File: config.mk
export PLATFORM = sky130hd
export DESIGN_NAME = i2c_eeprom_rd_target
export DESIGN_NICKNAME = d
export VERILOG_FILES = /design/src/rtl/i2c_eeprom_pkg.sv /design/src/rtl/i2c_line_sync.sv /design/src/rtl/i2c_addr_ctr.sv /design/src/rtl/i2c_rd_engine.sv /design/src/rtl/i2c_eeprom_rd_target.sv
export SDC_FILE = /design/constraint.sdc
export NUM_CORES = 1
export LEC_CHECK = 0
export ABC_AREA = 1
export BUFFER_PORTS_ARGS = -buffer_cell sky130_fd_sc_hd__buf_2
export CAP_MARGIN = 0
export CORE_ASPECT_RATIO = 1.5
export CORE_MARGIN = 2
export CORE_UTILIZATION = 45
export CTS_CLUSTER_DIAMETER = 120
export DETAILED_ROUTE_END_ITERATION = 8
export GPL_ROUTABILITY_DRIVEN = 0
export GPL_TIMING_DRIVEN = 0
export PLACE_DENSITY_LB_ADDON = 0.08
export SYNTH_ARGS = -nofsm -noshare
export SYNTH_HDL_FRONTEND = slang
export SYNTH_HIERARCHICAL = 1
export SYNTH_SLANG_ARGS = --single-unit
File: constraint.sdc
create_clock -name clk -period 2.6 [get_ports clk]
set_input_delay 0.52 -clock clk [delete_from_list [all_inputs] [get_ports clk]]
set_output_delay 0.52 -clock clk [all_outputs]
set_load 0.01 [all_outputs]
File: src/rtl/i2c_eeprom_pkg.sv
`timescale 1ns/1ps
package i2c_eeprom_pkg;

   typedef enum logic [3:0] {
      ST_IDLE,
      ST_HDR,
      ST_HDR_ACK,
      ST_AHI,
      ST_AHI_ACK,
      ST_ALO,
      ST_ALO_ACK,
      ST_TX,
      ST_TX_ACK,
      ST_SKIP
   } rd_state_e;

   localparam int BYTE_W = 8;

endpackage

File: src/rtl/i2c_line_sync.sv
`timescale 1ns/1ps
module i2c_line_sync #(
   parameter int STAGES = 2
) (
   input  logic clk,
   input  logic rst_n,
   input  logic scl_in,
   input  logic sda_in,
   output logic sda_s,
   output logic scl_rise,
   output logic scl_fall,
   output logic start_det,
   output logic stop_det
);

   localparam int MSB = STAGES - 1;

   generate
      if (STAGES < 2) begin : g_bad_stages
         $error("i2c_line_sync: STAGES must be at least 2");
      end
   endgenerate

   logic [MSB:0] scl_p;
   logic [MSB:0] sda_p;
   logic         scl_d;
   logic         sda_d;
   logic         scl_s;

   always_ff @(posedge clk or negedge rst_n) begin
      if (!rst_n) begin
         scl_p <= '1;
         sda_p <= '1;
         scl_d <= 1'b1;
         sda_d <= 1'b1;
      end else begin
         scl_p <= {scl_p[MSB-1:0], scl_in};
         sda_p <= {sda_p[MSB-1:0], sda_in};
         scl_d <= scl_p[MSB];
         sda_d <= sda_p[MSB];
      end
   end

   assign scl_s     = scl_p[MSB];
   assign sda_s     = sda_p[MSB];
   assign scl_rise  = scl_s & ~scl_d;
   assign scl_fall  = ~scl_s & scl_d;
   assign start_det = scl_s & scl_d & sda_d & ~sda_s;
   assign stop_det  = scl_s & scl_d & ~sda_d & sda_s;

endmodule

File: src/rtl/i2c_addr_ctr.sv
`timescale 1ns/1ps
module i2c_addr_ctr #(
   parameter int W = 14
) (
   input  logic         clk,
   input  logic         rst_n,
   input  logic         ld,
   input  logic [W-1:0] ld_val,
   input  logic         inc,
   output logic [W-1:0] q
);

   always_ff @(posedge clk or negedge rst_n) begin
      if (!rst_n) begin
         q <= '0;
      end else if (ld) begin
         q <= ld_val;
      end else if (inc) begin
         q <= q + W'(1);
      end
   end

endmodule

File: src/rtl/i2c_rd_engine.sv
`timescale 1ns/1ps
module i2c_rd_engine
   import i2c_eeprom_pkg::*;
#(
   parameter int         ADDR_W   = 14,
   parameter int         STRAP_W  = 3,
   parameter int         PREFIX_W = 4,
   parameter logic [3:0] PREFIX   = 4'b1010
) (
   input  logic              clk,
   input  logic              rst_n,
   input  logic              sda_s,
   input  logic              scl_rise,
   input  logic              scl_fall,
   input  logic              start_det,
   input  logic              stop_det,
   input  logic [STRAP_W-1:0] strap,
   input  logic [BYTE_W-1:0] rdata,
   output logic              sda_oe,
   output logic              ctr_ld,
   output logic              ctr_inc,
   output logic [ADDR_W-1:0] ld_val,
   output rd_state_e         state_o
);

   localparam int HI_W = ADDR_W - BYTE_W;

   rd_state_e         state_q;
   logic [3:0]        bit_cnt;
   logic [BYTE_W-1:0] rx_sh;
   logic [BYTE_W-1:0] tx_sh;
   logic [HI_W-1:0]   ahi_q;
   logic              got_ack;
   logic              rx_state;
   logic              byte_done;
   logic              hdr_match;

   assign rx_state  = (state_q == ST_HDR) || (state_q == ST_AHI) || (state_q == ST_ALO);
   assign byte_done = rx_state && scl_fall && (bit_cnt == 4'd8);
   assign hdr_match = (rx_sh[7:1] == {PREFIX[PREFIX_W-1:0], strap});

   always_comb begin
      ctr_ld  = (state_q == ST_ALO) && byte_done;
      ld_val  = {ahi_q, rx_sh};
      ctr_inc = ((state_q == ST_HDR_ACK) && scl_fall && rx_sh[0]) ||
                ((state_q == ST_TX_ACK) && scl_fall && got_ack);
   end

   always_comb begin
      sda_oe = 1'b0;
      if ((state_q == ST_HDR_ACK) || (state_q == ST_AHI_ACK) || (state_q == ST_ALO_ACK)) begin
         sda_oe = 1'b1;
      end else if (state_q == ST_TX) begin
         sda_oe = ~tx_sh[7];
      end
   end

   always_ff @(posedge clk or negedge rst_n) begin
      if (!rst_n) begin
         state_q <= ST_IDLE;
         bit_cnt <= '0;
         rx_sh   <= '0;
         tx_sh   <= '0;
         ahi_q   <= '0;
         got_ack <= 1'b0;
      end else if (start_det) begin
         state_q <= ST_HDR;
         bit_cnt <= '0;
      end else if (stop_det) begin
         state_q <= ST_IDLE;
         bit_cnt <= '0;
      end else begin
         case (state_q)
            ST_HDR, ST_AHI, ST_ALO: begin
               if (scl_rise && (bit_cnt < 4'd8)) begin
                  rx_sh   <= {rx_sh[6:0], sda_s};
                  bit_cnt <= bit_cnt + 4'd1;
               end
               if (byte_done) begin
                  bit_cnt <= '0;
                  if (state_q == ST_HDR) begin
                     state_q <= hdr_match ? ST_HDR_ACK : ST_SKIP;
                  end else if (state_q == ST_AHI) begin
                     ahi_q   <= rx_sh[HI_W-1:0];
                     state_q <= ST_AHI_ACK;
                  end else begin
                     state_q <= ST_ALO_ACK;
                  end
               end
            end
            ST_HDR_ACK: begin
               if (scl_fall) begin
                  if (rx_sh[0]) begin
                     tx_sh   <= rdata;
                     bit_cnt <= '0;
                     state_q <= ST_TX;
                  end else begin
                     state_q <= ST_AHI;
                  end
               end
            end
            ST_AHI_ACK: begin
               if (scl_fall) state_q <= ST_ALO;
            end
            ST_ALO_ACK: begin
               if (scl_fall) state_q <= ST_SKIP;
            end
            ST_TX: begin
               if (scl_fall) begin
                  if (bit_cnt == 4'd7) begin
                     bit_cnt <= '0;
                     got_ack <= 1'b0;
                     state_q <= ST_TX_ACK;
                  end else begin
                     tx_sh   <= {tx_sh[6:0], 1'b0};
                     bit_cnt <= bit_cnt + 4'd1;
                  end
               end
            end
            ST_TX_ACK: begin
               if (scl_rise) got_ack <= ~sda_s;
               if (scl_fall) begin
                  if (got_ack) begin
                     tx_sh   <= rdata;
                     state_q <= ST_TX;
                  end else begin
                     state_q <= ST_SKIP;
                  end
               end
            end
            default: ;
         endcase
      end
   end

   assign state_o = state_q;

endmodule

File: src/rtl/i2c_eeprom_rd_target.sv
`timescale 1ns/1ps
module i2c_eeprom_rd_target
   import i2c_eeprom_pkg::*;
#(
   parameter int         ADDR_W      = 14,
   parameter int         STRAP_W     = 3,
   parameter int         PREFIX_W    = 4,
   parameter logic [3:0] PREFIX      = 4'b1010,
   parameter int         SYNC_STAGES = 2
) (
   input  logic                clk,
   input  logic                rst_n,
   input  logic                scl_in,
   input  logic                sda_in,
   output logic                sda_oe,
   input  logic [STRAP_W-1:0]  strap_addr,
   output logic [ADDR_W-1:0]   mem_addr,
   input  logic [BYTE_W-1:0]   mem_rdata
);

   generate
      if ((ADDR_W < 9) || (ADDR_W > 16)) begin : g_bad_addr
         $error("i2c_eeprom_rd_target: ADDR_W must be 9..16");
      end
      if ((PREFIX_W + STRAP_W) != 7) begin : g_bad_tgt
         $error("i2c_eeprom_rd_target: prefix and strap must form 7 bits");
      end
   endgenerate

   logic              sda_s;
   logic              scl_rise;
   logic              scl_fall;
   logic              start_det;
   logic              stop_det;
   logic              ctr_ld;
   logic              ctr_inc;
   logic [ADDR_W-1:0] ld_val;
   rd_state_e         eng_state;

   i2c_line_sync #(.STAGES(SYNC_STAGES)) u_sync (
      .clk       (clk),
      .rst_n     (rst_n),
      .scl_in    (scl_in),
      .sda_in    (sda_in),
      .sda_s     (sda_s),
      .scl_rise  (scl_rise),
      .scl_fall  (scl_fall),
      .start_det (start_det),
      .stop_det  (stop_det)
   );

   i2c_rd_engine #(
      .ADDR_W   (ADDR_W),
      .STRAP_W  (STRAP_W),
      .PREFIX_W (PREFIX_W),
      .PREFIX   (PREFIX)
   ) u_eng (
      .clk       (clk),
      .rst_n     (rst_n),
      .sda_s     (sda_s),
      .scl_rise  (scl_rise),
      .scl_fall  (scl_fall),
      .start_det (start_det),
      .stop_det  (stop_det),
      .strap     (strap_addr),
      .rdata     (mem_rdata),
      .sda_oe    (sda_oe),
      .ctr_ld    (ctr_ld),
      .ctr_inc   (ctr_inc),
      .ld_val    (ld_val),
      .state_o   (eng_state)
   );

   i2c_addr_ctr #(.W(ADDR_W)) u_ctr (
      .clk    (clk),
      .rst_n  (rst_n),
      .ld     (ctr_ld),
      .ld_val (ld_val),
      .inc    (ctr_inc),
      .q      (mem_addr)
   );

endmodule

==> results of run 1 <==
## stage by stage
step                      util, %  power (mW)  cells
after CTS                    51.4        2.82    493
after floorplan                 -        1.95    380
after global routing         51.6        3.04    494
after detailed placement     49.6        2.26    485
after global placement       49.6        2.24    485
final                        51.6        2.81    494
## flip-flops by register name, summed over array words and instances (netlist names)
register / flops
u_ctr/q: 14
u_eng/ahi_q: 6
u_eng/bit_cnt: 4
u_eng/got_ack: 1
u_eng/rx_sh: 8
u_eng/state_o: 4
u_eng/tx_sh: 8
u_sync/scl_d: 1
u_sync/scl_p: 2
u_sync/sda_d: 1
u_sync/sda_p: 2
## synth_stat cells, drive strengths merged
cell / instances / area share [%]
nand2: 114 / 16
nor2: 39 / 6.2
o211ai: 1 / 0.26
nor3b: 1 / 0.43
o21a: 1 / 0.26
nand3: 38 / 6.8
o21bai: 2 / 0.64
xor2: 6 / 1.8
buf: 5 / 1.2
inv: 46 / 5.9
nand4: 9 / 2.4
or2: 1 / 0.21
dfstp: 6 / 5.4
nor3: 2 / 0.34
ha: 3 / 1.3
mux2: 1 / 0.38
o21ai: 34 / 5.9
a21oi: 4 / 0.81
clkbuf: 2 / 0.26
nor4: 1 / 0.21
a22oi: 11 / 2.8
and3: 1 / 0.21
mux2i: 7 / 2.4
dfrtp: 45 / 38
## layer usage
| layer | part of all wire [%] | vias up |
|---|---|---|
| li1 | - | 1305 |
| met1 | 39 | 1220 |
| met2 | 54 | 62 |
| met3 | 2.9 | 17 |
| met4 | 3.5 | 0 |
| met5 | 0 | - |
## logic make-up (layout without fill, tap and decap cells)
group | Yosys count | count (layout) | share of synthesized area, %
flip-flops | 51 | 51 | 43.8
AND/OR/NAND/NOR | 206 | 206 | 32.4
adder cells (fa/ha/maj) | 3 | 3 | 1.28
AO/OA/AOI/OAI | 53 | 53 | 10.7
XOR/XNOR | 6 | 6 | 1.79
multiplexers | 8 | 8 | 2.77
buffers and inverters | 53 | 91 | 7.30
## power breakdown
part           internal (mW)  switching, mW  total, mW
Combinational          0.386          0.729       1.11
Sequential             0.976          0.169       1.14
Clock                  0.288          0.260      0.548
Total                   1.65           1.16       2.81
## worst paths after layout
path	startpoint	to	slack, ns	depth (start not counted)
min in group asynchronous	rst_n	u_eng/ahi_q[1]	0.42	1
hold / removal	sda_in	u_sync/sda_p[0]	0.31	1
max in group asynchronous	rst_n	u_eng/ahi_q[0]	1.50	1
setup / recovery	u_sync/scl_d	u_ctr/q[9]	0.24	10
hold reg to reg	u_sync/scl_p[0]	u_sync/scl_p[1]	0.36	0
setup reg to reg	u_sync/scl_d	u_ctr/q[9]	0.24	10
## cell type report
cell class / instances / share of cell area, %
Buffer: 7 / 1.29
Clock buffer: 7 / 2.31
Clock inverter: 1 / 0.909
Inverter: 46 / 5.23
Multi-Input combinational cell: 276 / 43.9
Sequential cell: 51 / 38.9
Tap cell: 76 / 2.88
Timing Repair Buffer: 30 / 4.62
## timing repair
action / CTS / global route
resized for setup: 1 / 3
setup endpoints to repair: 13 / 13
pin swaps: 0 / 1
buffers inserted: 0 / 1
==> impl_metrics.tcl, run 1 <==
set metrics [dict create \
    layout_commonest_cell "sky130_fd_sc_hd__nand2_1" \
    power_density_nw_per_um2 850 \
    regArea_sq_um 1280 \
    fmaxAchievable_ghz 0.424 \
    setup-violations-final 0 \
    first_iter_violations 112 \
    sequential_to_total_area_share_from_yosys_stat_pct 43.8 \
    startpoint_type "register" \
    fin_crit_sh_pct 90.7 \
    mappedNetlistArea_sq_um 2930 \
    max_cap_viol_count 0 \
    critical_path_peak_fanout 9 \
    global_route.usage.met3_pct 2.74 \
    worstSetupEndpointType "register" \
    clk_root_buffer_cell "sky130_fd_sc_hd__clkbuf_8" \
    required_ns 2.80 \
    run_status "completed" \
    ioPinCount 30 \
    grt-busiest-layer "met2" \
    post-route-drc-count 0 \
    most-common-layout-cells "105 x sky130_fd_sc_hd__nand2_1, 45 x sky130_fd_sc_hd__dfrtp_1, 42 x sky130_fd_sc_hd__inv_1" \
    yosysWarnings 6 \
    finalWorstSetupSlack_ns 0.243 \
    grt_first_pass_wirelength_um 11800 \
    crit_arrival_ns 2.56 \
    period_needed_ns 2.36 \
    fp-row-count 36 \
    num_antenna_cells 0 \
    post_drt_wl_per_cell_um 14.1 \
    rsz0062_at_grt "false" \
    multi_input_area_sq_um 1450 \
    dpl-instance-area_sq_um 3170 \
    tightestPinTransition_ns 1.10 \
    grtUsageTotal_pct 21.2 \
    n_fill_cell 631 \
    die_area_sq_um 7190 \
    h_tree_depth 2 \
    ctsLongestPathBuffers 2 \
    max-slew-margin-rel_pct 26.6 \
    cp.buffers_inverters 4 \
    antenna_left 0 \
    crit_family "simple AND/OR/NAND/NOR gates" \
    fp.dieW_um 69.9 \
    setup_tns_ns 0 \
    max-vdd-ir-drop_v 0.000400 \
    use_met2_pct 41.1 \
    routed_wl_um 6970 \
    initial_antenna_violation_count 0 \
    report.final.slew_viol_count 0 \
    area.growth.synth_to_final_pct 12.6 \
    clock_sinks 51 \
    post_synth_num_cell_types 37 \
    startpoint_to_endpoint_class_of_the_critical_path "register to register" \
    post-route-cell-area_sq_um 3300 \
    route.vias.total 2604 \
    worst_path_largest_cell_delay_ns 0.55 \
    initial_cell_density_of_the_core_pct 45.9 \
    numCtsBuffers 5 \
    leakage_nw 1.67 \
    tritoncts "done" \
    placeableCoreArea_sq_um 6400 \
    postSynthCellCount 380 \
    dp.final_hpwl_um 5290 \
    worst_skew_pair.late_latency_ns 0.31 \
    gr_overflow_total 0 \
    numPortBuffers 29 \
    drt-pass1-iter-count 4 \
    worst_path_clk_slew_ns 0.09 \
    hold-worst-slack_ns 0.310 \
    die_h_um 103 \
    final_hold_viol_count 0 \
    drt-vias-per-instance 5.27 \
    final_layout_size_suffix_gt1_share_pct 18.9 \
    postCtsHoldBufs 0 \
    placement.setup.worst_slack_ns -0.248 \
    final_net_count 435 \
    synth-seq-cells 51 \
    synth.avg_cell_area_sq_um 7.72 \
    postSynthNetCount 398 \
    grtUsageMet1_pct 22.5 \
    cp_slowest_cell "sky130_fd_sc_hd__dfstp_2" \
    crit_path_cell_trace "inv_1 > nor2_1 > nand4_1 > nor4_4 > buf_4 > inv_1 > nand2_1 > inv_2 > nand3_1 > nand2_1" \
    hold_path_class "input port to register" \
    grt_pass1_vias 2495 \
    fin_skew_ns 0.0115 \
    maximum_number_of_pins_on_one_net_before_global_route_repair 52 \
]
No activity file was read; power rests on OpenSTA's default activity.
==> run 2, diff against run 1 <==
Settings changed: REMOVE_ABC_BUFFERS from default to 1.
==> run 2 against run 1 <==
Clock skew shrank 0.0025 ns. Largest power group unchanged. Register-to-register slack is essentially flat. Clock-buffer cell count shrank 1. Critical path type unchanged. Clock power shrank 1%.
==> impl_metrics.tcl, run 2 (synthesized netlist as in run 1, its figures left out) <==
set metrics [dict create \
    setup-violations-final 0 \
    required_ns 2.80 \
    route.vias.total 2575 \
    antenna_left 0 \
    gr_overflow_total 0 \
    run_status "completed" \
    post_drt_wl_per_cell_um 14.1 \
    most-common-layout-cells "105 x sky130_fd_sc_hd__nand2_1, 45 x sky130_fd_sc_hd__dfrtp_1, 42 x sky130_fd_sc_hd__inv_1" \
    drt-pass1-iter-count 4 \
    numPlacedInstances 479 \
    final_layout_size_suffix_gt1_share_pct 18.5 \
    post-route-cell-area_sq_um 3270 \
    cp_slowest_cell "sky130_fd_sc_hd__dfstp_2" \
    maximum_number_of_pins_on_one_net_before_global_route_repair 52 \
    worst_skew_pair.late_latency_ns 0.31 \
    ctsLongestPathBuffers 2 \
    placeableCoreArea_sq_um 6400 \
    hold-worst-slack_ns 0.304 \
    report.final.slew_viol_count 0 \
    critical_path_peak_fanout 10 \
    number_of_flip_flops_under_the_largest_register_name 14 \
    routed_wl_um 6890 \
    worstSetupEndpointType "register" \
    final_hold_viol_count 0 \
    max-vdd-ir-drop_v 0.000477 \
    clock_sinks 51 \
    num_antenna_cells 0 \
    drt-vias-per-instance 5.29 \
    die_area_sq_um 7190 \
    h_tree_depth 2 \
    period_needed_ns 2.35 \
    final_net_count 429 \
    dp.final_hpwl_um 5050 \
    die_h_um 103 \
    area.growth.synth_to_final_pct 11.6 \
    registers.top_by_ff_count "u_ctr/q" \
    crit_path_cell_trace "inv_1 > nor2_2 > nand4_1 > nor4_4 > buf_4 > inv_1 > nand2_1 > inv_2 > nand3_1 > nand2_1" \
    numPortBuffers 29 \
    numCtsBuffers 5 \
    grt_pass1_vias 2478 \
    tightestPinTransition_ns 1.13 \
    fin_crit_sh_pct 90.4 \
    leakage_nw 1.65 \
    post-route-drc-count 0 \
    startpoint_to_endpoint_class_of_the_critical_path "register to register" \
    initial_antenna_violation_count 0 \
    power_mw 2.79 \
    dpl-instance-area_sq_um 3150 \
    grtUsageTotal_pct 20.5 \
    layout_commonest_cell "sky130_fd_sc_hd__nand2_1" \
    fmaxAchievable_ghz 0.426 \
    fp.dieW_um 69.9 \
    fin_skew_ns 0.00899 \
    initial_cell_density_of_the_core_pct 45.9 \
    ioPinCount 30 \
    rsz0062_at_grt "false" \
    largest_registers "u_ctr/q x14, u_eng/rx_sh x8, u_eng/tx_sh x8" \
    power_density_nw_per_um2 852 \
    grt_first_pass_wirelength_um 11600 \
    first_iter_violations 163 \
    startpoint_type "register" \
    tritoncts "done" \
    crit_arrival_ns 2.55 \
    layoutNonFillerInstCount 487 \
    fp-row-count 36 \
    worst_path_largest_cell_delay_ns 0.55 \
    worst_path_clk_slew_ns 0.09 \
    hold_path_class "input port to register" \
    max_cap_viol_count 0 \
    max-slew-margin-rel_pct 24.5 \
    clk_root_buffer_cell "sky130_fd_sc_hd__clkbuf_8" \
]
run 2: changes by cell type in the layout (fill, tap and decap cells not counted), sizes merged:
cell / before / now
clkbuf: 9 / 6
buf: 35 / 31
run 2: stage by stage:
step           utilization, %  setup slack (ns)  setup TNS [ns]
5_1_grt                  51.2             0.106               0
4_1_cts                  50.9            0.0950               0
3_5_place_dp             49.2          -0.00123        -0.00229
3_3_place_gp             49.0             -1.73          -22.82
6_report                 51.2             0.251               0
2_1_floorplan               -            -0.282           -3.21
run 2: layout make-up:
| cell class | count | area, sq um |
|---|---|---|
| sequential | 51 | 1280 |
| fill | 645 | 3120 |
| timing repair buffer | 31 | 160 |
| clock buffer | 6 | 72.6 |
| inverter | 46 | 173 |
| multi-input combinational | 276 | 1460 |
| tap | 76 | 95.1 |
| clock inverter | 1 | 30.0 |
run 2: path summary, 6_finish.rpt:
path / startpoint / endpoint / slack (ns) / depth (start not counted)
worst max-delay path: u_sync/scl_d / u_ctr/q[5] / 0.25 / 10
worst min-delay path: scl_in / u_sync/scl_p[0] / 0.30 / 1
worst max register to register: u_sync/scl_d / u_ctr/q[5] / 0.25 / 10
worst min register to register: u_sync/sda_p[0] / u_sync/sda_p[1] / 0.36 / 0
max in group asynchronous: rst_n / u_eng/rx_sh[7] / 1.47 / 1
min in group asynchronous: rst_n / u_ctr/q[9] / 0.41 / 1
run 2: power by group:
part           switching, mW  internal [mW]
combinational          0.729          0.377
sequential             0.167          0.976
clock                  0.258          0.283
run 2: critical path: cells and delay by family, from the launching register on:
| family | cells | cell delay (ns) |
|---|---|---|
| AND/OR/NAND/NOR | 6 | 1.20 |
| flip-flops | 1 | 0.55 |
| buffers and inverters | 4 | 0.51 |
run 2: layer usage:
layer	wire length, um	GRT usage (%)	vias up	part of all wire [%]
met3	210	2.35	21	3.0
li1	-	-	1297	-
met2	3570	37.4	62	52
met1	2780	22.5	1195	40
met4	325	13.0	0	4.7
met5	0	0	-	0
run 2: what timing repair did:
action / CTS / global route
setup buffers: 0 / 1
endpoints found under the setup margin: 9 / 17
hold buffers: 0 / 0
resized for setup: 1 / 3
endpoints found under the hold margin: 0 / 0
pin swaps: 0 / 2
==> run 3, diff against run 2 <==
Clock period 2.6 ns to 2.38 ns, I/O delays scaled along.
==> run 3 against run 2 <==
Clock skew barely moved. Combinational power increased by 9%. Clock-buffer cell count stayed put. Total power rose by 9.3%. Non-clock buffer count grew 1. Sequential share of layout area decreased by 0.15 points. First-iteration DRC count is 2.5% higher. Core utilization up 0.20 points. Critical path depth unchanged. Hold slack worse by 0.044 ns. Global-route usage increased by 0.083 points. Critical endpoint is now u_ctr/q[10].
==> impl_metrics.tcl, run 3 (synthesized netlist as in run 1, its figures left out) <==
set metrics [dict create \
    run_status "completed" \
    setup_tns_ns 0 \
    critical_path.reg2reg.startpoint "u_sync/scl_d" \
    post-route-cell-area_sq_um 3290 \
    drt-vias-per-instance 5.22 \
    final_hold_viol_count 0 \
    power_frac_clock_pct 19.4 \
    cp_slowest_cell "sky130_fd_sc_hd__dfstp_2" \
    sw_frac_of_total_pct 41.4 \
    h_tree_depth 2 \
    report.final.slew_viol_count 0 \
    registers.top_by_ff_count "u_ctr/q" \
    maximum_number_of_pins_on_one_net_before_global_route_repair 52 \
    numPlacedInstances 479 \
    launch_point_of_the_worst_path "u_sync/scl_d" \
    startpoint_type "register" \
    clk_root_buffer_cell "sky130_fd_sc_hd__clkbuf_8" \
    max-slew-margin-rel_pct 23.8 \
    route.vias.total 2547 \
    critical_path_peak_fanout 10 \
    routed_wl_um 6890 \
    leakage_nw 1.66 \
    dpl-instance-area_sq_um 3150 \
    most-common-layout-cells "105 x sky130_fd_sc_hd__nand2_1, 45 x sky130_fd_sc_hd__dfrtp_1, 42 x sky130_fd_sc_hd__inv_1" \
    n_fill_cell 647 \
    initial_cell_density_of_the_core_pct 45.9 \
    worstSetupEndpointType "register" \
    worst_path_clk_slew_ns 0.09 \
    numCtsBuffers 5 \
    rsz0062_at_grt "false" \
    combPwrFrac_pct 39.6 \
    post_drt_wl_per_cell_um 14.1 \
    grtUsageTotal_pct 20.5 \
    largest_registers "u_ctr/q x14, u_eng/rx_sh x8, u_eng/tx_sh x8" \
    postCtsHoldBufs 0 \
    regArea_sq_um 1280 \
    setup-violations-final 0 \
    number_of_flip_flops_under_the_largest_register_name 14 \
    count_of_cells_along_the_worst_register_to_register_path 10 \
    ioPinCount 30 \
    layoutNonFillerInstCount 488 \
    crit_arrival_ns 2.39 \
    dp.final_hpwl_um 5050 \
    placeableCoreArea_sq_um 6400 \
    post-route-drc-count 0 \
    clock_sinks 51 \
    final_net_count 430 \
    grt_first_pass_wirelength_um 11600 \
    worst_path_largest_cell_delay_ns 0.55 \
    area.growth.synth_to_final_pct 12.1 \
    ctsLongestPathBuffers 2 \
    grt_pass1_vias 2491 \
    numPortBuffers 29 \
    fin_crit_sh_pct 92.0 \
    die_h_um 103 \
    final_layout_size_suffix_gt1_share_pct 18.7 \
    period_needed_ns 2.19 \
    hold-worst-slack_ns 0.260 \
    worst_skew_pair.late_latency_ns 0.31 \
    required_ns 2.58 \
    initial_antenna_violation_count 0 \
    endpoint "u_ctr/q[10]" \
    drt-pass1-iter-count 4 \
    seq_power_share_pct 40.9 \
    gr_overflow_total 0 \
    r2r_end "u_ctr/q[10]" \
    first_iter_violations 167 \
    power_density_nw_per_um2 928 \
    multi_input_area_sq_um 1470 \
    tightestPinTransition_ns 1.14 \
    num_antenna_cells 0 \
    tritoncts "done" \
    layout_commonest_cell "sky130_fd_sc_hd__nand2_1" \
    fmaxAchievable_ghz 0.457 \
    fin_skew_ns 0.00935 \
    max-vdd-ir-drop_v 0.000521 \
    fp-row-count 36 \
    max_cap_viol_count 0 \
    total_switching_power_mw 1.26 \
    hold_path_class "input port to register" \
    antenna_left 0 \
    fp.dieW_um 69.9 \
    ff2ff_setup_slack_ns 0.19 \
    startpoint_to_endpoint_class_of_the_critical_path "register to register" \
    crit_path_cell_trace "inv_1 > nor2_4 > nand4_1 > nor4_4 > buf_4 > inv_1 > nand2_1 > inv_2 > nand3_1 > nand2_1" \
    die_area_sq_um 7190 \
    power_report.internal_total_mw 1.79 \
    post-route-util_pct 51.4 \
]
run 3: cell types whose count changed in the layout (fill, tap and decap cells not counted), sizes merged:
cell  previous run  this run
buf             31        32
run 3: layout make-up:
cell class | instances | area share (%)
Clock buffer | 6 | 2.21
Timing Repair Buffer | 32 | 5.10
Sequential cell | 51 | 39.1
Clock inverter | 1 | 0.914
Multi-Input combinational cell | 276 | 44.6
Inverter | 46 | 5.25
Tap cell | 76 | 2.89
run 3: layer usage:
| layer | vias to the layer above | wire, um | GRT usage [%] |
|---|---|---|---|
| met5 | - | 0 | 0 |
| met4 | 0 | 302 | 13.0 |
| met3 | 19 | 180 | 2.35 |
| met2 | 51 | 3630 | 37.6 |
| met1 | 1183 | 2780 | 22.7 |
| li1 | 1294 | - | - |
run 3: worst max-delay path, delay by kind of cell, from the launching register on:
family,cells,cell delay (ns)
buffers and inverters,4,0.51
DFF,1,0.55
and+or+nand+nor,6,1.03
run 3: how the worst min path moves through the flow:
stage	from	end	slack [ns]	cells past startpoint
2_1_floorplan	rst_n	u_ctr/q[0]	0.18	0
3_3_place_gp	u_sync/sda_p[0]	u_sync/sda_p[1]	0.35	0
3_5_place_dp	u_sync/sda_p[0]	u_sync/sda_p[1]	0.35	0
4_1_cts	sda_in	u_sync/sda_p[0]	0.25	1
5_1_grt	scl_in	u_sync/scl_p[0]	0.25	1
6_report	scl_in	u_sync/scl_p[0]	0.26	1
run 3: repair_timing:
action | CTS | global route
gates resized for setup | 4 | 1
endpoints found under the setup margin | 18 | 2
pin swaps | 2 | 1
buffers inserted | 2 | 0
run 3: through the flow:
stage	setup slack [ns]	total power [mW]
final	0.192	3.05
after global routing	0.0567	3.31
after CTS	0.115	3.08
after detailed placement	-0.221	2.45
after global placement	-1.95	2.43
after floorplan	-0.502	2.12
run 3: power by group through the flow:
stage / sequential (mW) / combinational [mW] / clock [mW]
global placement: 1.26 / 1.17 / 0
finish: 1.25 / 1.21 / 0.592
floorplan: 1.22 / 0.893 / 0
global route: 1.28 / 1.39 / 0.643
detailed placement: 1.26 / 1.19 / 0
CTS: 1.25 / 1.21 / 0.614
